$ cat config.mk
export PLATFORM = sky130hd
export DESIGN_NAME = trig_cond_unit
export DESIGN_NICKNAME = d
export VERILOG_FILES = /design/src/rtl/trig_cond_pkg.sv /design/src/rtl/trig_src_sel.sv /design/src/rtl/trig_glitch_filt.sv /design/src/rtl/trig_detect.sv /design/src/rtl/trig_cond_unit.sv
export SDC_FILE = /design/constraint.sdc
export NUM_CORES = 1
export LEC_CHECK = 0
export ABC_AREA = 1
export BUFFER_PORTS_ARGS = -buffer_cell sky130_fd_sc_hd__buf_2
export CORE_MARGIN = 1.5
export CORE_UTILIZATION = 46
export CTS_CLUSTER_DIAMETER = 80
export CTS_CLUSTER_SIZE = 12
export DETAILED_ROUTE_END_ITERATION = 8
export HOLD_SLACK_MARGIN = 0.08
export PLACE_DENSITY = 0.64
export SLEW_MARGIN = 0
export SYNTH_ARGS = -nofsm -noshare
export SYNTH_HDL_FRONTEND = slang
export SYNTH_SLANG_ARGS = --single-unit
$ cat constraint.sdc
create_clock -name clk -period 3.5 [get_ports clk]
set_clock_uncertainty 0.15 [all_clocks]
set_input_delay 0.175 -clock clk [delete_from_list [all_inputs] [get_ports clk]]
set_output_delay 0.175 -clock clk [all_outputs]
set_load 0.05 [all_outputs]
$ cat src/rtl/trig_cond_pkg.sv
package trig_cond_pkg;
  localparam int NUM_TRIG = 8;
  localparam int TIDX_W   = 3;

  // trigger indices (export select decodes these)
  localparam int TRG_START = 0;
  localparam int TRG_PAUSE = 1;
  localparam int TRG_SCR0  = 2;
  localparam int TRG_SCR3  = 5;
  localparam int TRG_REF   = 6;
  localparam int TRG_ADV   = 7;

  // fixed source codes; external lines follow from SRC_EXT0
  localparam int SRC_DIS  = 0;
  localparam int SRC_SW   = 1;
  localparam int SRC_PM   = 2;
  localparam int SRC_EXT0 = 3;

  // detection classes
  localparam int KIND_EDGE  = 0;
  localparam int KIND_LEVEL = 1;
  localparam int KIND_ANY   = 2;
endpackage

$ cat src/rtl/trig_src_sel.sv
module trig_src_sel
  import trig_cond_pkg::*;
#(
  parameter int NP       = 4,
  parameter int NB       = 8,
  parameter int SRC_W    = 4,
  parameter bit ALLOW_PM = 1'b0
) (
  input  logic [SRC_W-1:0] src,
  input  logic [NP-1:0]    pin_in,
  input  logic [NB-1:0]    bp_in,
  input  logic             pm_in,
  output logic             raw,
  output logic             is_dis,
  output logic             is_sw
);
  localparam int BP0 = SRC_EXT0 + NP;

  always_comb begin
    is_dis = (src == SRC_W'(SRC_DIS));
    is_sw  = (src == SRC_W'(SRC_SW));
    raw    = 1'b0;
    if (src == SRC_W'(SRC_PM)) raw = ALLOW_PM ? pm_in : 1'b0;
    for (int k = 0; k < NP; k++)
      if (src == SRC_W'(SRC_EXT0 + k)) raw = pin_in[k];
    for (int k = 0; k < NB; k++)
      if (src == SRC_W'(BP0 + k)) raw = bp_in[k];
  end
endmodule

$ cat src/rtl/trig_glitch_filt.sv
module trig_glitch_filt #(
  parameter int QW = 4
) (
  input  logic          clk,
  input  logic          rst,
  input  logic          raw,
  input  logic [QW-1:0] qual,
  output logic          q
);
  logic [QW-1:0] run_cnt;

  always_ff @(posedge clk) begin
    if (rst) begin
      q       <= 1'b0;
      run_cnt <= '0;
    end else if (raw == q) begin
      run_cnt <= '0;
    end else if (run_cnt >= qual) begin
      q       <= raw;
      run_cnt <= '0;
    end else begin
      run_cnt <= run_cnt + 1'b1;
    end
  end

  // the filtered value only ever moves to the value the input had
  assert_commit_follows_input_R5: assert property (@(posedge clk) disable iff (rst)
    !$stable(q) |-> ($past(raw) == q));
endmodule

$ cat src/rtl/trig_detect.sv
module trig_detect
  import trig_cond_pkg::*;
#(
  parameter int NP       = 4,
  parameter int NB       = 8,
  parameter int SRC_W    = 4,
  parameter int QW       = 4,
  parameter int KIND     = KIND_ANY,
  parameter bit ALLOW_PM = 1'b0
) (
  input  logic             clk,
  input  logic             rst,
  input  logic [SRC_W-1:0] src,
  input  logic [1:0]       mode,
  input  logic [QW-1:0]    qual,
  input  logic [NP-1:0]    pin_in,
  input  logic [NB-1:0]    bp_in,
  input  logic             pm_in,
  input  logic             sw_stb,
  output logic             trig_out
);
  logic raw, is_dis, is_sw, filt_q, filt_d;
  logic edge_m, inv;

  trig_src_sel #(.NP(NP), .NB(NB), .SRC_W(SRC_W), .ALLOW_PM(ALLOW_PM)) u_sel (
    .src(src), .pin_in(pin_in), .bp_in(bp_in), .pm_in(pm_in),
    .raw(raw), .is_dis(is_dis), .is_sw(is_sw)
  );

  trig_glitch_filt #(.QW(QW)) u_filt (
    .clk(clk), .rst(rst), .raw(raw), .qual(qual), .q(filt_q)
  );

  // class decides which mode bits count
  always_comb begin
    inv = mode[0];
    case (KIND)
      KIND_EDGE:  edge_m = 1'b1;
      KIND_LEVEL: edge_m = 1'b0;
      default:    edge_m = ~mode[1];
    endcase
  end

  always_ff @(posedge clk) begin
    if (rst) begin
      filt_d   <= 1'b0;
      trig_out <= 1'b0;
    end else begin
      filt_d <= filt_q;
      if (is_dis)      trig_out <= 1'b1;
      else if (is_sw)  trig_out <= sw_stb;
      else if (edge_m) trig_out <= inv ? (~filt_q & filt_d) : (filt_q & ~filt_d);
      else             trig_out <= filt_q ^ inv;
    end
  end

  // a disabled source always reads as satisfied
  assert_disabled_reads_high_R2: assert property (@(posedge clk) disable iff (rst)
    is_dis |=> trig_out);
endmodule

$ cat src/rtl/trig_cond_unit.sv
module trig_cond_unit
  import trig_cond_pkg::*;
#(
  parameter  int NP    = 4,
  parameter  int NB    = 8,
  parameter  int QW    = 4,
  localparam int SRC_W = $clog2(SRC_EXT0 + NP + NB + 1)
) (
  input  logic                      clk,
  input  logic                      rst,
  input  logic                      busy,
  input  logic [NUM_TRIG*SRC_W-1:0] cfg_src,
  input  logic [NUM_TRIG*2-1:0]     cfg_mode,
  input  logic [QW-1:0]             cfg_qual,
  input  logic                      cfg_exp_en,
  input  logic [TIDX_W-1:0]         cfg_exp_sel,
  input  logic [NP-1:0]             pin_in,
  input  logic [NB-1:0]             bp_in,
  input  logic                      pm_in,
  input  logic [NUM_TRIG-1:0]       sw_stb,
  output logic [NUM_TRIG-1:0]       trig_out,
  output logic                      exp_out
);
  logic [NUM_TRIG*SRC_W-1:0] src_q;
  logic [NUM_TRIG*2-1:0]     mode_q;
  logic [QW-1:0]             qual_q;
  logic                      exp_en_q;
  logic [TIDX_W-1:0]         exp_sel_q;

  // configuration captured only while idle; R12: cleared by reset
  always_ff @(posedge clk) begin
    if (rst) begin
      src_q     <= '0;
      mode_q    <= '0;
      qual_q    <= '0;
      exp_en_q  <= 1'b0;
      exp_sel_q <= '0;
    end else if (!busy) begin
      src_q     <= cfg_src;
      mode_q    <= cfg_mode;
      qual_q    <= cfg_qual;
      exp_en_q  <= cfg_exp_en;
      exp_sel_q <= cfg_exp_sel;
    end
  end

  for (genvar g = 0; g < NUM_TRIG; g++) begin : g_trig
    localparam int KIND = (g == TRG_PAUSE) ? KIND_LEVEL :
                          ((g >= TRG_SCR0 && g <= TRG_SCR3) ? KIND_ANY : KIND_EDGE);
    localparam bit PM_OK = (g == TRG_REF) || (g == TRG_ADV);

    trig_detect #(
      .NP(NP), .NB(NB), .SRC_W(SRC_W), .QW(QW), .KIND(KIND), .ALLOW_PM(PM_OK)
    ) u_det (
      .clk(clk), .rst(rst),
      .src(src_q[g*SRC_W +: SRC_W]),
      .mode(mode_q[g*2 +: 2]),
      .qual(qual_q),
      .pin_in(pin_in), .bp_in(bp_in), .pm_in(pm_in),
      .sw_stb(sw_stb[g]),
      .trig_out(trig_out[g])
    );
  end

  // export path; pause index is refused
  always_ff @(posedge clk) begin
    if (rst) exp_out <= 1'b0;
    else     exp_out <= exp_en_q && (exp_sel_q != TIDX_W'(TRG_PAUSE)) && trig_out[exp_sel_q];
  end

  assert_no_pause_export_R10: assert property (@(posedge clk) disable iff (rst)
    exp_out |-> ($past(exp_en_q) && ($past(exp_sel_q) != TIDX_W'(TRG_PAUSE))));

  assert_cfg_frozen_when_busy_R11: assert property (@(posedge clk) disable iff (rst)
    busy |=> ($stable(src_q) && $stable(mode_q) && $stable(qual_q)
              && $stable(exp_en_q) && $stable(exp_sel_q)));
endmodule

==> flow_summary.html, run 1 <==
<table>
<tr><th>Metric</th><th>Value</th></tr>
<tr><th colspan="2">Status</th></tr>
<tr><td>Result of the run</td><td>finished clean</td></tr>
<tr><th colspan="2">Floorplanning</th></tr>
<tr><td>Floorplan die height</td><td>118.8 um</td></tr>
<tr><td>Overall die area</td><td>14,110 um^2</td></tr>
<tr><td>Die X-Extent</td><td>118.8 um</td></tr>
<tr><td>Core area</td><td>13,190 um^2</td></tr>
<tr><td>Rows</td><td>42</td></tr>
<tr><td>Number of top-level pins</td><td>89</td></tr>
<tr><td>Initial Utilization</td><td>0.4677</td></tr>
<tr><th colspan="2">Synthesis</th></tr>
<tr><td>Post-Syn Nets</td><td>989</td></tr>
<tr><td>Synth Area per Inst</td><td>7.098 um^2</td></tr>
<tr><td>Register area share after synthesis</td><td>0.3505</td></tr>
<tr><td>Fraction of synthesized cell area taken by the top area cell type</td><td>0.3505</td></tr>
<tr><td>Seq cells post-synth</td><td>108</td></tr>
<tr><td>Synth top area cells</td><td>dfxtp_1, nor2_1, ha_1</td></tr>
<tr><td>Synth Cell Area</td><td>6168 um^2</td></tr>
<tr><td>Most used flip-flop cell after synthesis</td><td>dfxtp_1</td></tr>
<tr><td>Number of distinct library cells after synthesis</td><td>36</td></tr>
<tr><td>Number of instances in the synthesized netlist</td><td>869</td></tr>
<tr><td>Post-synth top area cell</td><td>dfxtp_1</td></tr>
<tr><td>Async S/R FF share, synth</td><td>0</td></tr>
<tr><td>Count of flip-flops with a built-in enable after synthesis</td><td>0</td></tr>
<tr><td>Total of warnings raised by yosys</td><td>0</td></tr>
<tr><th colspan="2">Clock network</th></tr>
<tr><td>Maximum clock insertion buffer count</td><td>2</td></tr>
<tr><td>Cells resized by post-CTS repair</td><td>0</td></tr>
<tr><td>Clk root buf</td><td>clkbuf_16</td></tr>
<tr><td>Number of sinks driven by the clock tree</td><td>108</td></tr>
<tr><td>Post-CTS setup-driven buffer insertion count</td><td>0</td></tr>
<tr><td>Clock transition at path regs</td><td>0.07 ns</td></tr>
<tr><td>CTS tree</td><td>built</td></tr>
<tr><td>Number of buffers inserted during clock tree synthesis</td><td>9</td></tr>
<tr><td>Number of levels in the clock H-tree</td><td>3</td></tr>
<tr><td>Clock Latency Late Sink</td><td>0.35 ns</td></tr>
<tr><th colspan="2">Setup path</th></tr>
<tr><td>Largest fanout on the critical path</td><td>9</td></tr>
<tr><td>Worst-path cell chain</td><td>inv_1 &gt; ha_1 &gt; inv_1 &gt; nor2_1 &gt; o211ai_1 &gt; nand3_1 &gt; nor2_1 &gt; nand3_2 &gt; nor2_1</td></tr>
<tr><td>Slowest cell on the critical path</td><td>ha_1</td></tr>
<tr><td>Slowest Stage Delay on Critical Path</td><td>0.32 ns</td></tr>
<tr><td>Crit-path leading delay family</td><td>simple AND/OR/NAND/NOR gates</td></tr>
<tr><td>Data required time of the worst path</td><td>3.64 ns</td></tr>
<tr><td>Worst path buffer plus inverter count</td><td>2</td></tr>
<tr><td>Crit path launch type</td><td>flip-flop</td></tr>
<tr><td>Crit path arrival time</td><td>2.08 ns</td></tr>
<tr><td>Critical Path Sink Type</td><td>flip-flop</td></tr>
<tr><td>Cell repeated most along the worst path</td><td>nor2_1</td></tr>
<tr><td>Kind of critical path</td><td>reg2reg</td></tr>
<tr><th colspan="2">Timing</th></tr>
<tr><td>Max Slew Vio Count</td><td>0</td></tr>
<tr><td>Highest achievable clock rate</td><td>0.5157 GHz</td></tr>
<tr><td>Accumulated negative setup slack</td><td>0 ns</td></tr>
<tr><td>Unrepaired setup endpoints after global routing</td><td>false</td></tr>
<tr><td>Period utilisation layout</td><td>0.5540</td></tr>
<tr><td>Number of endpoints failing setup at the final stage</td><td>0</td></tr>
<tr><td>Final period demand of the worst path</td><td>1.939 ns</td></tr>
<tr><td>Final Hold Violating Endpoints</td><td>0</td></tr>
<tr><td>Relative slew margins</td><td>0.3826</td></tr>
<tr><td>Transition time at the pin with the least slew margin</td><td>0.9250 ns</td></tr>
<tr><th colspan="2">Routing</th></tr>
<tr><td>Routed via count</td><td>6,054</td></tr>
<tr><td>Avg WL per Cell</td><td>13.82 um</td></tr>
<tr><td>Avg Vias per Cell</td><td>5.206</td></tr>
<tr><td>Total detailed-routing wirelength</td><td>16,080 um</td></tr>
<tr><td>Detailed Routing Iterations Pass 1</td><td>5</td></tr>
<tr><td>First DRT Iteration DRCs</td><td>282</td></tr>
<tr><td>Count of unresolved DRC violations after routing</td><td>0</td></tr>
<tr><td>ANT nets after route</td><td>0</td></tr>
<tr><th colspan="2">Finish</th></tr>
<tr><td>Area growth syn-to-layout</td><td>20.26%</td></tr>
<tr><td>Final std cell area, no fill</td><td>7418 um^2</td></tr>
<tr><td>Layout cell share with drive strength beyond 1</td><td>0.1368</td></tr>
<tr><td>Nets</td><td>1,102</td></tr>
<tr><td>Ant diodes</td><td>0</td></tr>
<tr><th colspan="2">Placed design</th></tr>
<tr><td>Routability congestion estimate from global placement</td><td>0.9043</td></tr>
<tr><td>Placed cell area</td><td>6584 um^2</td></tr>
<tr><td>Quantity of I/O buffers inserted on ports</td><td>84</td></tr>
<tr><td>HPWL after detailed placement</td><td>11,040 um</td></tr>
<tr><th colspan="2">Pwr</th></tr>
<tr><td>Leak pwr</td><td>0.003374 uW</td></tr>
<tr><td>P per Cell Area</td><td>408.2 nW/um^2</td></tr>
<tr><td>Worst IR Drop VDD</td><td>0.2581 mV</td></tr>
<tr><th colspan="2">Global route</th></tr>
<tr><td>Overall track demand over capacity in global routing</td><td>0.2376</td></tr>
<tr><td>Wire length of the first global-routing pass</td><td>26,850 um</td></tr>
<tr><td>Maximum number of pins on one net before global-route repair</td><td>85</td></tr>
<tr><td>Initial antenna violation count</td><td>0</td></tr>
<tr><td>Overflow left after global routing</td><td>0</td></tr>
<tr><td>Via count of the first global-routing pass</td><td>5,622</td></tr>
<tr><th colspan="2">Worst hold path</th></tr>
<tr><td>Tightest Hold Check Type</td><td>in2reg</td></tr>
<tr><th colspan="2">Run</th></tr>
<tr><td>Max Cap Viol</td><td>0</td></tr>
</table>
[metal layers]
metal  global-route usage  routed length, um  vias to the layer above  share of wire
met5                    0                  0                        -              0
li1                     -                  -                     3120              -
met3              0.04923                827                       25          0.051
met2               0.4106               7631                      151           0.47
met4              0.06099                280                        0          0.017
met1               0.3015               7335                     2758           0.46
[placed cells by master (no fill, tap or decap), types with 26 or more instances in the layout]
master,instances
a21oi_1,51
buf_2,84
dfxtp_1,108
dlygate4sd3_1,57
ha_1,40
inv_1,92
nand2_1,110
nand3_1,87
nor2_1,137
o211ai_1,26
o21ai_0,69
[worst reg2reg max path, cell delays in order (launching register included)]
cell and delay, ns:
dfxtp_1 0.30, inv_1 0.30, ha_1 0.32, inv_1 0.06
nor2_1 0.03, o211ai_1 0.14, nand3_1 0.17, nor2_1 0.15
nand3_2 0.14, nor2_1 0.11
[flip-flops by register name, summed over array words and instances, names as in the netlist]
| register | flops |
|---|---|
| src_q | 32 |
| exp_out | 1 |
| exp_en_q | 1 |
| g_trig.u_det.u_filt.run_cnt | 32 |
| mode_q | 12 |
| qual_q | 4 |
| g_trig.u_det.filt_d | 7 |
| g_trig.u_det.trig_out | 8 |
| g_trig.u_det.u_filt.q | 8 |
| exp_sel_q | 3 |
[logic make-up after synthesis]
logic type	count (synthesis)	synth area share
simple gates	391	0.2888
compound gates	167	0.1521
buf+inv	146	0.1032
flops	108	0.3505
fa+ha+maj	40	0.08114
xor+xnor	17	0.02414
[area by class of cell]
class	instances	area (um^2)
flip-flops and latches	108	2162
repair buffers	143	1006
fillers	1287	5772
clock buffers	13	240.2
multi-input cells	615	3369
clock inverters	3	23.77
well taps	176	220.2
inverters	105	396.6
[power breakdown]
group / leakage, uW / switching [uW] / total [uW] / internal [uW]
Clock: 0.000120 / 454 / 939 / 486
Combinational: 0.00236 / 415 / 675 / 259
Sequential: 0.000890 / 91.1 / 1410 / 1320
[final timing paths]
kind	end	depth (start not counted)	slack, ns	startpoint
worst max-delay path	g_trig[6].u_det.u_filt.run_cnt[0]$_SDFF_PP0_	9	1.56	qual_q[1]$_SDFFE_PP0N_
worst min-delay path	g_trig[6].u_det.filt_d$_SDFF_PP0_	2	0.13	rst
worst max register to register	g_trig[6].u_det.u_filt.run_cnt[0]$_SDFF_PP0_	9	1.56	qual_q[1]$_SDFFE_PP0N_
worst min register to register	g_trig[1].u_det.u_filt.run_cnt[0]$_SDFF_PP0_	1	0.31	g_trig[1].u_det.u_filt.run_cnt[0]$_SDFF_PP0_
[stage by stage]
stage / utilization / total power (uW) / hold WS [ns] / cells / worst slack [ns]
detailed placement: 0.4991 / 2064 / 0.2676 / 1090 / 1.393
floorplan: - / 1902 / 0.1766 / 869 / 1.913
finish: 0.5624 / 3028 / 0.1257 / 1163 / 1.561
CTS: 0.5624 / 3058 / 0.1214 / 1163 / 1.514
global route: 0.5624 / 3211 / 0.1224 / 1163 / 1.285
global placement: 0.4991 / 2055 / 0.2613 / 1090 / 1.452
[repair_timing]
| item | 4_1_cts | 5_1_grt |
|---|---|---|
| hold buffers | 57 | 0 |
| hold endpoints to repair | 57 | 0 |
| endpoints found under the setup margin | 0 | 0 |
[synthesized netlist by cell type (all sizes together), types with 20 or more instances]
| library cell | count |
|---|---|
| a21oi | 53 |
| buf | 20 |
| clkbuf | 21 |
| dfxtp | 108 |
| ha | 40 |
| inv | 105 |
| nand2 | 111 |
| nand3 | 95 |
| nand4 | 26 |
| nor2 | 148 |
| o211ai | 26 |
| o21ai | 74 |
No activity file was read; power rests on OpenSTA's default activity.
==> inputs of run 2 (changes only) <==
Settings changed: ABC_AREA 1 to 0, PLACE_DENSITY 0.64 to 0.67.
Clock period 3.5 ns to 1.66 ns, I/O delays scaled along.
==> run 2 against run 1 <==
  * The flow now finishes with violations (negative setup slack)
  * Critical path depth decreased by 4
  * Clock power increased to 2.9 times the previous value
  * Power rose by 140%
  * Utilization increased by 12 points
  * Via count decreased by 11%
  * Register-to-register slack worse by 2.0 ns
  * Sequential cell count unchanged
  * Clock-buffer cell count fell by 3
  * Cell count is 13% lower
  * Largest power group unchanged
  * Highest routed layer unchanged
==> flow_summary.html, run 2 <==
<table>
<tr><th>Metric</th><th>Value</th></tr>
<tr><th colspan="2">Status</th></tr>
<tr><td>Result of the run</td><td>complete, but fails checks</td></tr>
<tr><td>Violations in the final reports</td><td>negative setup slack</td></tr>
<tr><th colspan="2">Clock network</th></tr>
<tr><td>Clock transition at path regs</td><td>0.07 ns</td></tr>
<tr><td>Maximum clock insertion buffer count</td><td>2</td></tr>
<tr><td>Number of levels in the clock H-tree</td><td>3</td></tr>
<tr><td>Number of sinks driven by the clock tree</td><td>108</td></tr>
<tr><td>Clock Latency Late Sink</td><td>0.36 ns</td></tr>
<tr><td>Clk root buf</td><td>clkbuf_16</td></tr>
<tr><td>Number of buffers inserted during clock tree synthesis</td><td>9</td></tr>
<tr><td>CTS tree</td><td>built</td></tr>
<tr><th colspan="2">Synthesis</th></tr>
<tr><td>Register area share after synthesis</td><td>0.3640</td></tr>
<tr><td>Most used flip-flop cell after synthesis</td><td>dfxtp_1</td></tr>
<tr><td>Post-synth top area cell</td><td>dfxtp_1</td></tr>
<tr><td>Compound-Gate Fraction of Synth Area</td><td>0.1133</td></tr>
<tr><td>Count of flip-flops with a built-in enable after synthesis</td><td>0</td></tr>
<tr><td>Fraction of synthesized cell area taken by the top area cell type</td><td>0.3640</td></tr>
<tr><td>Simple-gate portion of the synthesized area</td><td>0.1732</td></tr>
<tr><td>Post-Syn Nets</td><td>758</td></tr>
<tr><td>Post-Synth Adder-Cell Area</td><td>0.08426</td></tr>
<tr><td>Combinational family with the most area after synthesis</td><td>simple AND/OR/NAND/NOR gates</td></tr>
<tr><td>Synth Area per Inst</td><td>9.309 um^2</td></tr>
<tr><td>Proportion of synthesized area in mux cells</td><td>0.1673</td></tr>
<tr><td>XOR/XNOR Fraction of Synth Area</td><td>0.03392</td></tr>
<tr><td>Total of warnings raised by yosys</td><td>0</td></tr>
<tr><td>Async S/R FF share, synth</td><td>0</td></tr>
<tr><td>Synth top area cells</td><td>dfxtp_1, mux2i_1, ha_1</td></tr>
<tr><td>Number of distinct library cells after synthesis</td><td>53</td></tr>
<tr><td>Number of instances in the synthesized netlist</td><td>638</td></tr>
<tr><td>Most frequent cell after synthesis</td><td>dfxtp_1</td></tr>
<tr><td>Cell types with the highest counts after synthesis</td><td>dfxtp_1, nor2_1, mux2i_1</td></tr>
<tr><td>Seq cells post-synth</td><td>108</td></tr>
<tr><td>Synth Cell Area</td><td>5939 um^2</td></tr>
<tr><th colspan="2">Timing</th></tr>
<tr><td>Transition time at the pin with the least slew margin</td><td>0.4109 ns</td></tr>
<tr><td>Highest achievable clock rate</td><td>0.4685 GHz</td></tr>
<tr><td>Final Hold Violating Endpoints</td><td>0</td></tr>
<tr><td>Relative slew margins</td><td>0.7247</td></tr>
<tr><td>Unrepaired setup endpoints after global routing</td><td>true</td></tr>
<tr><td>Max Slew Vio Count</td><td>0</td></tr>
<tr><td>WHS</td><td>0.1625 ns</td></tr>
<tr><td>Period utilisation layout</td><td>1.286</td></tr>
<tr><td>Number of endpoints failing setup at the final stage</td><td>40</td></tr>
<tr><td>Slack of the critical path</td><td>-0.4744 ns</td></tr>
<tr><td>Final period demand of the worst path</td><td>2.134 ns</td></tr>
<tr><th colspan="2">Finish</th></tr>
<tr><td>Number of filler instances in the final layout</td><td>986</td></tr>
<tr><td>Nets</td><td>959</td></tr>
<tr><td>Area growth syn-to-layout</td><td>45.76%</td></tr>
<tr><td>Layout cell share with drive strength beyond 1</td><td>0.3756</td></tr>
<tr><td>Commonest cells after routing, fill and taps aside</td><td>nor2_1, dfxtp_1, buf_4, buf_2, mux2i_1</td></tr>
<tr><td>Ant diodes</td><td>0</td></tr>
<tr><td>Final std cell area, no fill</td><td>8657 um^2</td></tr>
<tr><td>Largest regs</td><td>g_trig.u_det.u_filt.run_cnt x32, src_q x32, mode_q x12</td></tr>
<tr><td>Final instance count without filler cells</td><td>1,016</td></tr>
<tr><td>Most common library cell in the layout ignoring fill and taps</td><td>nor2_1</td></tr>
<tr><th colspan="2">Global route</th></tr>
<tr><td>Initial antenna violation count</td><td>0</td></tr>
<tr><td>Wire length of the first global-routing pass</td><td>26,240 um</td></tr>
<tr><td>Maximum number of pins on one net before global-route repair</td><td>53</td></tr>
<tr><td>Via count of the first global-routing pass</td><td>5,578</td></tr>
<tr><td>Overall track demand over capacity in global routing</td><td>0.2504</td></tr>
<tr><td>Overflow left after global routing</td><td>0</td></tr>
<tr><th colspan="2">Pwr</th></tr>
<tr><td>P per Cell Area</td><td>829.6 nW/um^2</td></tr>
<tr><td>Worst IR Drop VDD</td><td>0.5234 mV</td></tr>
<tr><td>Total chip power</td><td>7182 uW</td></tr>
<tr><td>Leak pwr</td><td>0.003698 uW</td></tr>
<tr><th colspan="2">Routing</th></tr>
<tr><td>Highest metal layer with signal wires</td><td>met4</td></tr>
<tr><td>Avg WL per Cell</td><td>16.16 um</td></tr>
<tr><td>Met3 routed WL</td><td>656 um</td></tr>
<tr><td>Avg Vias per Cell</td><td>5.322</td></tr>
<tr><td>Routed via count</td><td>5,407</td></tr>
<tr><td>ANT nets after route</td><td>0</td></tr>
<tr><td>Count of unresolved DRC violations after routing</td><td>0</td></tr>
<tr><td>WL met1</td><td>7177 um</td></tr>
<tr><td>First DRT Iteration DRCs</td><td>181</td></tr>
<tr><td>Detailed Routing Iterations Pass 1</td><td>4</td></tr>
<tr><td>Met2 wire length</td><td>8216 um</td></tr>
<tr><td>Total detailed-routing wirelength</td><td>16,410 um</td></tr>
<tr><th colspan="2">Placed design</th></tr>
<tr><td>HPWL after detailed placement</td><td>11,030 um</td></tr>
<tr><td>Minimum setup slack after placement</td><td>-0.4713 ns</td></tr>
<tr><td># placed instances</td><td>929</td></tr>
<tr><td>Routability congestion estimate from global placement</td><td>0.8523</td></tr>
<tr><td>Quantity of I/O buffers inserted on ports</td><td>84</td></tr>
<tr><td>Placed cell area</td><td>7209 um^2</td></tr>
<tr><th colspan="2">Worst hold path</th></tr>
<tr><td>Tightest Hold Check Type</td><td>in2reg</td></tr>
<tr><th colspan="2">Setup path</th></tr>
<tr><td>Setup slack on the worst flop-to-flop path</td><td>-0.47 ns</td></tr>
<tr><td>Kind of critical path</td><td>reg2reg</td></tr>
<tr><td>Cell repeated most along the worst path</td><td>mux4_2</td></tr>
<tr><td>Data required time of the worst path</td><td>1.81 ns</td></tr>
<tr><td>Worst-path cell chain</td><td>mux4_2 &gt; mux4_2 &gt; xnor2_1 &gt; or3_4 &gt; nor2_2</td></tr>
<tr><td>Crit path arrival time</td><td>2.28 ns</td></tr>
<tr><td>Critical Path Sink Type</td><td>flip-flop</td></tr>
<tr><td>Slowest cell on the critical path</td><td>mux4_2</td></tr>
<tr><td>Crit path launch type</td><td>flip-flop</td></tr>
<tr><td>Largest fanout on the critical path</td><td>4</td></tr>
<tr><td>Slowest Stage Delay on Critical Path</td><td>0.50 ns</td></tr>
<tr><th colspan="2">Floorplanning</th></tr>
<tr><td>Rows</td><td>41</td></tr>
<tr><td>Core area</td><td>12,620 um^2</td></tr>
<tr><td>Floorplan die height</td><td>116.6 um</td></tr>
<tr><td>Initial Utilization</td><td>0.4707</td></tr>
<tr><td>Die X-Extent</td><td>116.6 um</td></tr>
<tr><td>Number of top-level pins</td><td>89</td></tr>
<tr><td>Overall die area</td><td>13,600 um^2</td></tr>
<tr><th colspan="2">Run</th></tr>
<tr><td>Max Cap Viol</td><td>0</td></tr>
</table>
-- run 2: worst max-delay path: cells and delay by family (launching register included) --
kind / cells / cell delay, ns
simple gates: 2 / 0.45
mux: 2 / 0.99
xor+xnor: 1 / 0.14
flops: 1 / 0.34
-- run 2: final timing paths --
| check | from | end | cells after the start |
|---|---|---|---|
| setup / recovery | src_q[17]$_SDFFE_PP0N_ | g_trig[4].u_det.u_filt.run_cnt[2]$_SDFF_PP0_ | 5 |
| hold / removal | busy | exp_sel_q[2]$_SDFFE_PP0N_ | 4 |
| setup reg to reg | src_q[17]$_SDFFE_PP0N_ | g_trig[4].u_det.u_filt.run_cnt[2]$_SDFF_PP0_ | 5 |
| hold reg to reg | exp_en_q$_SDFFE_PP0N_ | exp_out$_SDFF_PP0_ | 1 |
-- run 2: final cells by class --
class / count / area (um^2) / area share
well taps: 172 / 215.2 / 0.02486
inverters: 36 / 142.6 / 0.01648
repair buffers: 237 / 1752 / 0.2023
multi-input cells: 447 / 3965 / 0.4580
clock buffers: 10 / 250.2 / 0.02891
clock inverters: 6 / 132.6 / 0.01532
flip-flops and latches: 108 / 2200 / 0.2541
-- run 2: cell families (layout without fill, tap and decap cells) --
group | Yosys count | in the layout
adder cells (fa/ha/maj) | 40 | 40
AO/OA/AOI/OAI | 95 | 95
flip-flops | 108 | 108
AND/OR/NAND/NOR | 204 | 204
multiplexers | 85 | 85
XOR/XNOR | 23 | 23
buffers and inverters | 83 | 289
-- run 2: where the power goes --
part	switching (uW)	internal, uW
registers	149	2730
logic	770	815
clock network	1000	1720
-- run 2: routing by layer --
| layer | GRT usage | vias up |
|---|---|---|
| li1 | - | 2661 |
| met1 | 0.3013 | 2581 |
| met2 | 0.4455 | 137 |
| met3 | 0.04722 | 28 |
| met4 | 0.09317 | 0 |
| met5 | 0 | - |
-- run 2: timing repair --
item                                    CTS  global route
pin swaps                                30            24
hold endpoints to repair                 65             0
hold buffers                             62             0
endpoints found under the setup margin   40            41
gates cloned                              0             0
resized for setup                        49            35
buffers inserted                         10             3
-- run 2: metrics by stage --
stage	utilization	TNS (ns)
6_report	0.6860	-9.031
5_1_grt	0.6860	-12.23
4_1_cts	0.6712	-8.864
3_5_place_dp	0.5713	-9.383
3_3_place_gp	0.5713	-7.520
2_1_floorplan	-	-4.579
==> inputs of run 3 (changes only) <==
Settings changed: SKIP_LAST_GASP set to 1, SYNTH_HIERARCHICAL set to 1.
==> run 3 against run 2 <==
  * The flow still finishes with violations (negative setup slack)
  * Non-clock buffer count grew 50
  * Worst hold slack better by 0.049 ns
  * Synthesized cell count rose by 3.6%
  * Wire length grew 17%
  * Critical path depth increased by 1
  * Critical endpoint is now g_trig[3].u_det/u_filt/q$_SDFFE_PP0P_
==> flow_summary.html, run 3 <==
<table>
<tr><th>Metric</th><th>Value</th></tr>
<tr><th colspan="2">Routing</th></tr>
<tr><td>Avg WL per Cell</td><td>17.32 um</td></tr>
<tr><td>Detailed Routing Iterations Pass 1</td><td>5</td></tr>
<tr><td>First DRT Iteration DRCs</td><td>312</td></tr>
<tr><td>Total detailed-routing wirelength</td><td>19,260 um</td></tr>
<tr><td>Avg Vias per Cell</td><td>5.391</td></tr>
<tr><td>Count of unresolved DRC violations after routing</td><td>0</td></tr>
<tr><td>Routed via count</td><td>5,995</td></tr>
<tr><td>ANT nets after route</td><td>0</td></tr>
<tr><th colspan="2">Timing</th></tr>
<tr><td>WHS</td><td>0.2117 ns</td></tr>
<tr><td>Accumulated negative setup slack</td><td>-13.67 ns</td></tr>
<tr><td>Relative slew margins</td><td>0.6733</td></tr>
<tr><td>Highest achievable clock rate</td><td>0.4691 GHz</td></tr>
<tr><td>Transition time at the pin with the least slew margin</td><td>0.4777 ns</td></tr>
<tr><td>Max Slew Vio Count</td><td>0</td></tr>
<tr><td>Unrepaired setup endpoints after global routing</td><td>true</td></tr>
<tr><td>Final period demand of the worst path</td><td>2.132 ns</td></tr>
<tr><td>Period utilisation layout</td><td>1.284</td></tr>
<tr><td>Final Hold Violating Endpoints</td><td>0</td></tr>
<tr><td>Number of endpoints failing setup at the final stage</td><td>46</td></tr>
<tr><td>Slack of the critical path</td><td>-0.4720 ns</td></tr>
<tr><th colspan="2">Placed design</th></tr>
<tr><td># placed instances</td><td>979</td></tr>
<tr><td>Routability congestion estimate from global placement</td><td>0.8420</td></tr>
<tr><td>Quantity of I/O buffers inserted on ports</td><td>84</td></tr>
<tr><td>HPWL after detailed placement</td><td>11,860 um</td></tr>
<tr><th colspan="2">Pwr</th></tr>
<tr><td>Leak pwr</td><td>0.004077 uW</td></tr>
<tr><td>Combinational cell fraction of total power</td><td>0.250</td></tr>
<tr><td>Worst IR Drop VDD</td><td>0.3993 mV</td></tr>
<tr><td>Switching power share of the total</td><td>0.2875</td></tr>
<tr><td>P per Cell Area</td><td>719.5 nW/um^2</td></tr>
<tr><td>Cell internal power dissipation</td><td>4872 uW</td></tr>
<tr><td>NetSw</td><td>1966 uW</td></tr>
<tr><td>Fraction of power consumed by the clock network</td><td>0.328</td></tr>
<tr><td>Reg power frac</td><td>0.423</td></tr>
<tr><th colspan="2">Clock network</th></tr>
<tr><td>Number of levels in the clock H-tree</td><td>3</td></tr>
<tr><td>Clock transition at path regs</td><td>0.07 ns</td></tr>
<tr><td>Clock Latency Late Sink</td><td>0.36 ns</td></tr>
<tr><td>CTS tree</td><td>built</td></tr>
<tr><td>Maximum clock insertion buffer count</td><td>2</td></tr>
<tr><td>Clk root buf</td><td>clkbuf_16</td></tr>
<tr><td>Number of buffers inserted during clock tree synthesis</td><td>9</td></tr>
<tr><td>Number of sinks driven by the clock tree</td><td>108</td></tr>
<tr><th colspan="2">Floorplanning</th></tr>
<tr><td>Floorplan die height</td><td>121.5 um</td></tr>
<tr><td>Initial Utilization</td><td>0.4687</td></tr>
<tr><td>Rows</td><td>43</td></tr>
<tr><td>Number of top-level pins</td><td>89</td></tr>
<tr><td>Core area</td><td>13,770 um^2</td></tr>
<tr><td>Overall die area</td><td>14,760 um^2</td></tr>
<tr><td>Die X-Extent</td><td>121.5 um</td></tr>
<tr><th colspan="2">Synthesis</th></tr>
<tr><td>Number of instances in the synthesized netlist</td><td>661</td></tr>
<tr><td>Synth Cell Area</td><td>6456 um^2</td></tr>
<tr><td>Synth Area per Inst</td><td>9.767 um^2</td></tr>
<tr><td>Post-Syn Nets</td><td>781</td></tr>
<tr><td>Total of warnings raised by yosys</td><td>6</td></tr>
<tr><th colspan="2">Global route</th></tr>
<tr><td>Initial antenna violation count</td><td>0</td></tr>
<tr><td>Overall track demand over capacity in global routing</td><td>0.2631</td></tr>
<tr><td>Overflow left after global routing</td><td>0</td></tr>
<tr><td>Wire length of the first global-routing pass</td><td>30,050 um</td></tr>
<tr><td>Via count of the first global-routing pass</td><td>6,157</td></tr>
<tr><td>Maximum number of pins on one net before global-route repair</td><td>53</td></tr>
<tr><th colspan="2">Finish</th></tr>
<tr><td>Utilization after layout</td><td>0.6900</td></tr>
<tr><td>Area growth syn-to-layout</td><td>47.21%</td></tr>
<tr><td>Layout cell share with drive strength beyond 1</td><td>0.3476</td></tr>
<tr><td>Ant diodes</td><td>0</td></tr>
<tr><td>Commonest cells after routing, fill and taps aside</td><td>nor2_1, dlygate4sd3_1, dfxtp_1, buf_2, buf_4</td></tr>
<tr><td>Largest regs</td><td>g_trig.u_det/u_filt/run_cnt x32, src_q x32, mode_q x12</td></tr>
<tr><td>Final instance count without filler cells</td><td>1,112</td></tr>
<tr><td>Nets</td><td>1,047</td></tr>
<tr><th colspan="2">Status</th></tr>
<tr><td>Result of the run</td><td>complete, but fails checks</td></tr>
<tr><td>Violations in the final reports</td><td>negative setup slack</td></tr>
<tr><th colspan="2">Worst hold path</th></tr>
<tr><td>Tightest Hold Check Type</td><td>in2reg</td></tr>
<tr><th colspan="2">Setup path</th></tr>
<tr><td>Kind of critical path</td><td>reg2reg</td></tr>
<tr><td>Crit path launch type</td><td>flip-flop</td></tr>
<tr><td>Crit path arrival time</td><td>2.28 ns</td></tr>
<tr><td>Largest fanout on the critical path</td><td>6</td></tr>
<tr><td>Critical Path Sink Type</td><td>flip-flop</td></tr>
<tr><td>Data required time of the worst path</td><td>1.81 ns</td></tr>
<tr><th colspan="2">Run</th></tr>
<tr><td>Max Cap Viol</td><td>0</td></tr>
</table>
-- run 3: area by class of cell --
cell class	count	area (um^2)
Fill cell	1038	4269
Multi-Input combinational cell	479	4237
Timing Repair Buffer	287	2371
Sequential cell	108	2212
Clock buffer	11	242.7
Tap cell	180	225.2
Inverter	42	157.7
Clock inverter	5	58.81
-- run 3: critical path, cell delays in order (launching register included) --
cell and delay (ns):
dfxtp_4 0.37, nor2b_4 0.12, o21a_1 0.16, or4_4 0.55, a31oi_4 0.20, or3b_1 0.39
a21oi_2 0.14
-- run 3: timing repair --
item	CTS	global route
resized for setup	50	50
pin swaps	25	31
gates cloned	0	1
buffers inserted	6	1
setup endpoints to repair	43	50
hold endpoints to repair	75	0
hold buffers	112	0
-- run 3: final timing paths --
path	cells past startpoint	startpoint	end	slack [ns]
max	6	src_q[12]$_SDFFE_PP0N_	g_trig[3].u_det/u_filt/q$_SDFFE_PP0P_	-0.47
min	5	bp_in[7]	g_trig[0].u_det/u_filt/q$_SDFFE_PP0P_	0.21
max reg2reg	6	src_q[12]$_SDFFE_PP0N_	g_trig[3].u_det/u_filt/q$_SDFFE_PP0P_	-0.47
min reg2reg	1	exp_en_q$_SDFFE_PP0N_	exp_out$_SDFF_PP0_	0.35
-- run 3: power by group through the flow --
stage               clock (uW)  combinational, uW  sequential, uW
finish                    2240               1710            2890
global route              2380               1830            2910
CTS                       2270               1590            2880
detailed placement           0               1310            2940
global placement             0               1270            2930
floorplan                    0                775            2960
-- run 3: routing by layer --
layer,up-vias,track usage,part of all wire
li1,2883,-,-
met3,44,0.03618,0.056
met4,0,0.1279,0.029
met5,-,0,0
met2,215,0.4594,0.50
met1,2853,0.3163,0.41
-- run 3: metrics by stage --
| stage | setup WS, ns | total power [uW] | cell area (um^2) |
|---|---|---|---|
| 2_1_floorplan | -0.3481 | 3736 | 6482 |
| 3_3_place_gp | -0.3970 | 4198 | 7655 |
| 3_5_place_dp | -0.4978 | 4247 | 7655 |
| 4_1_cts | -0.4153 | 6736 | 9290 |
| 5_1_grt | -0.5149 | 7111 | 9504 |
| 6_report | -0.4720 | 6838 | 9504 |
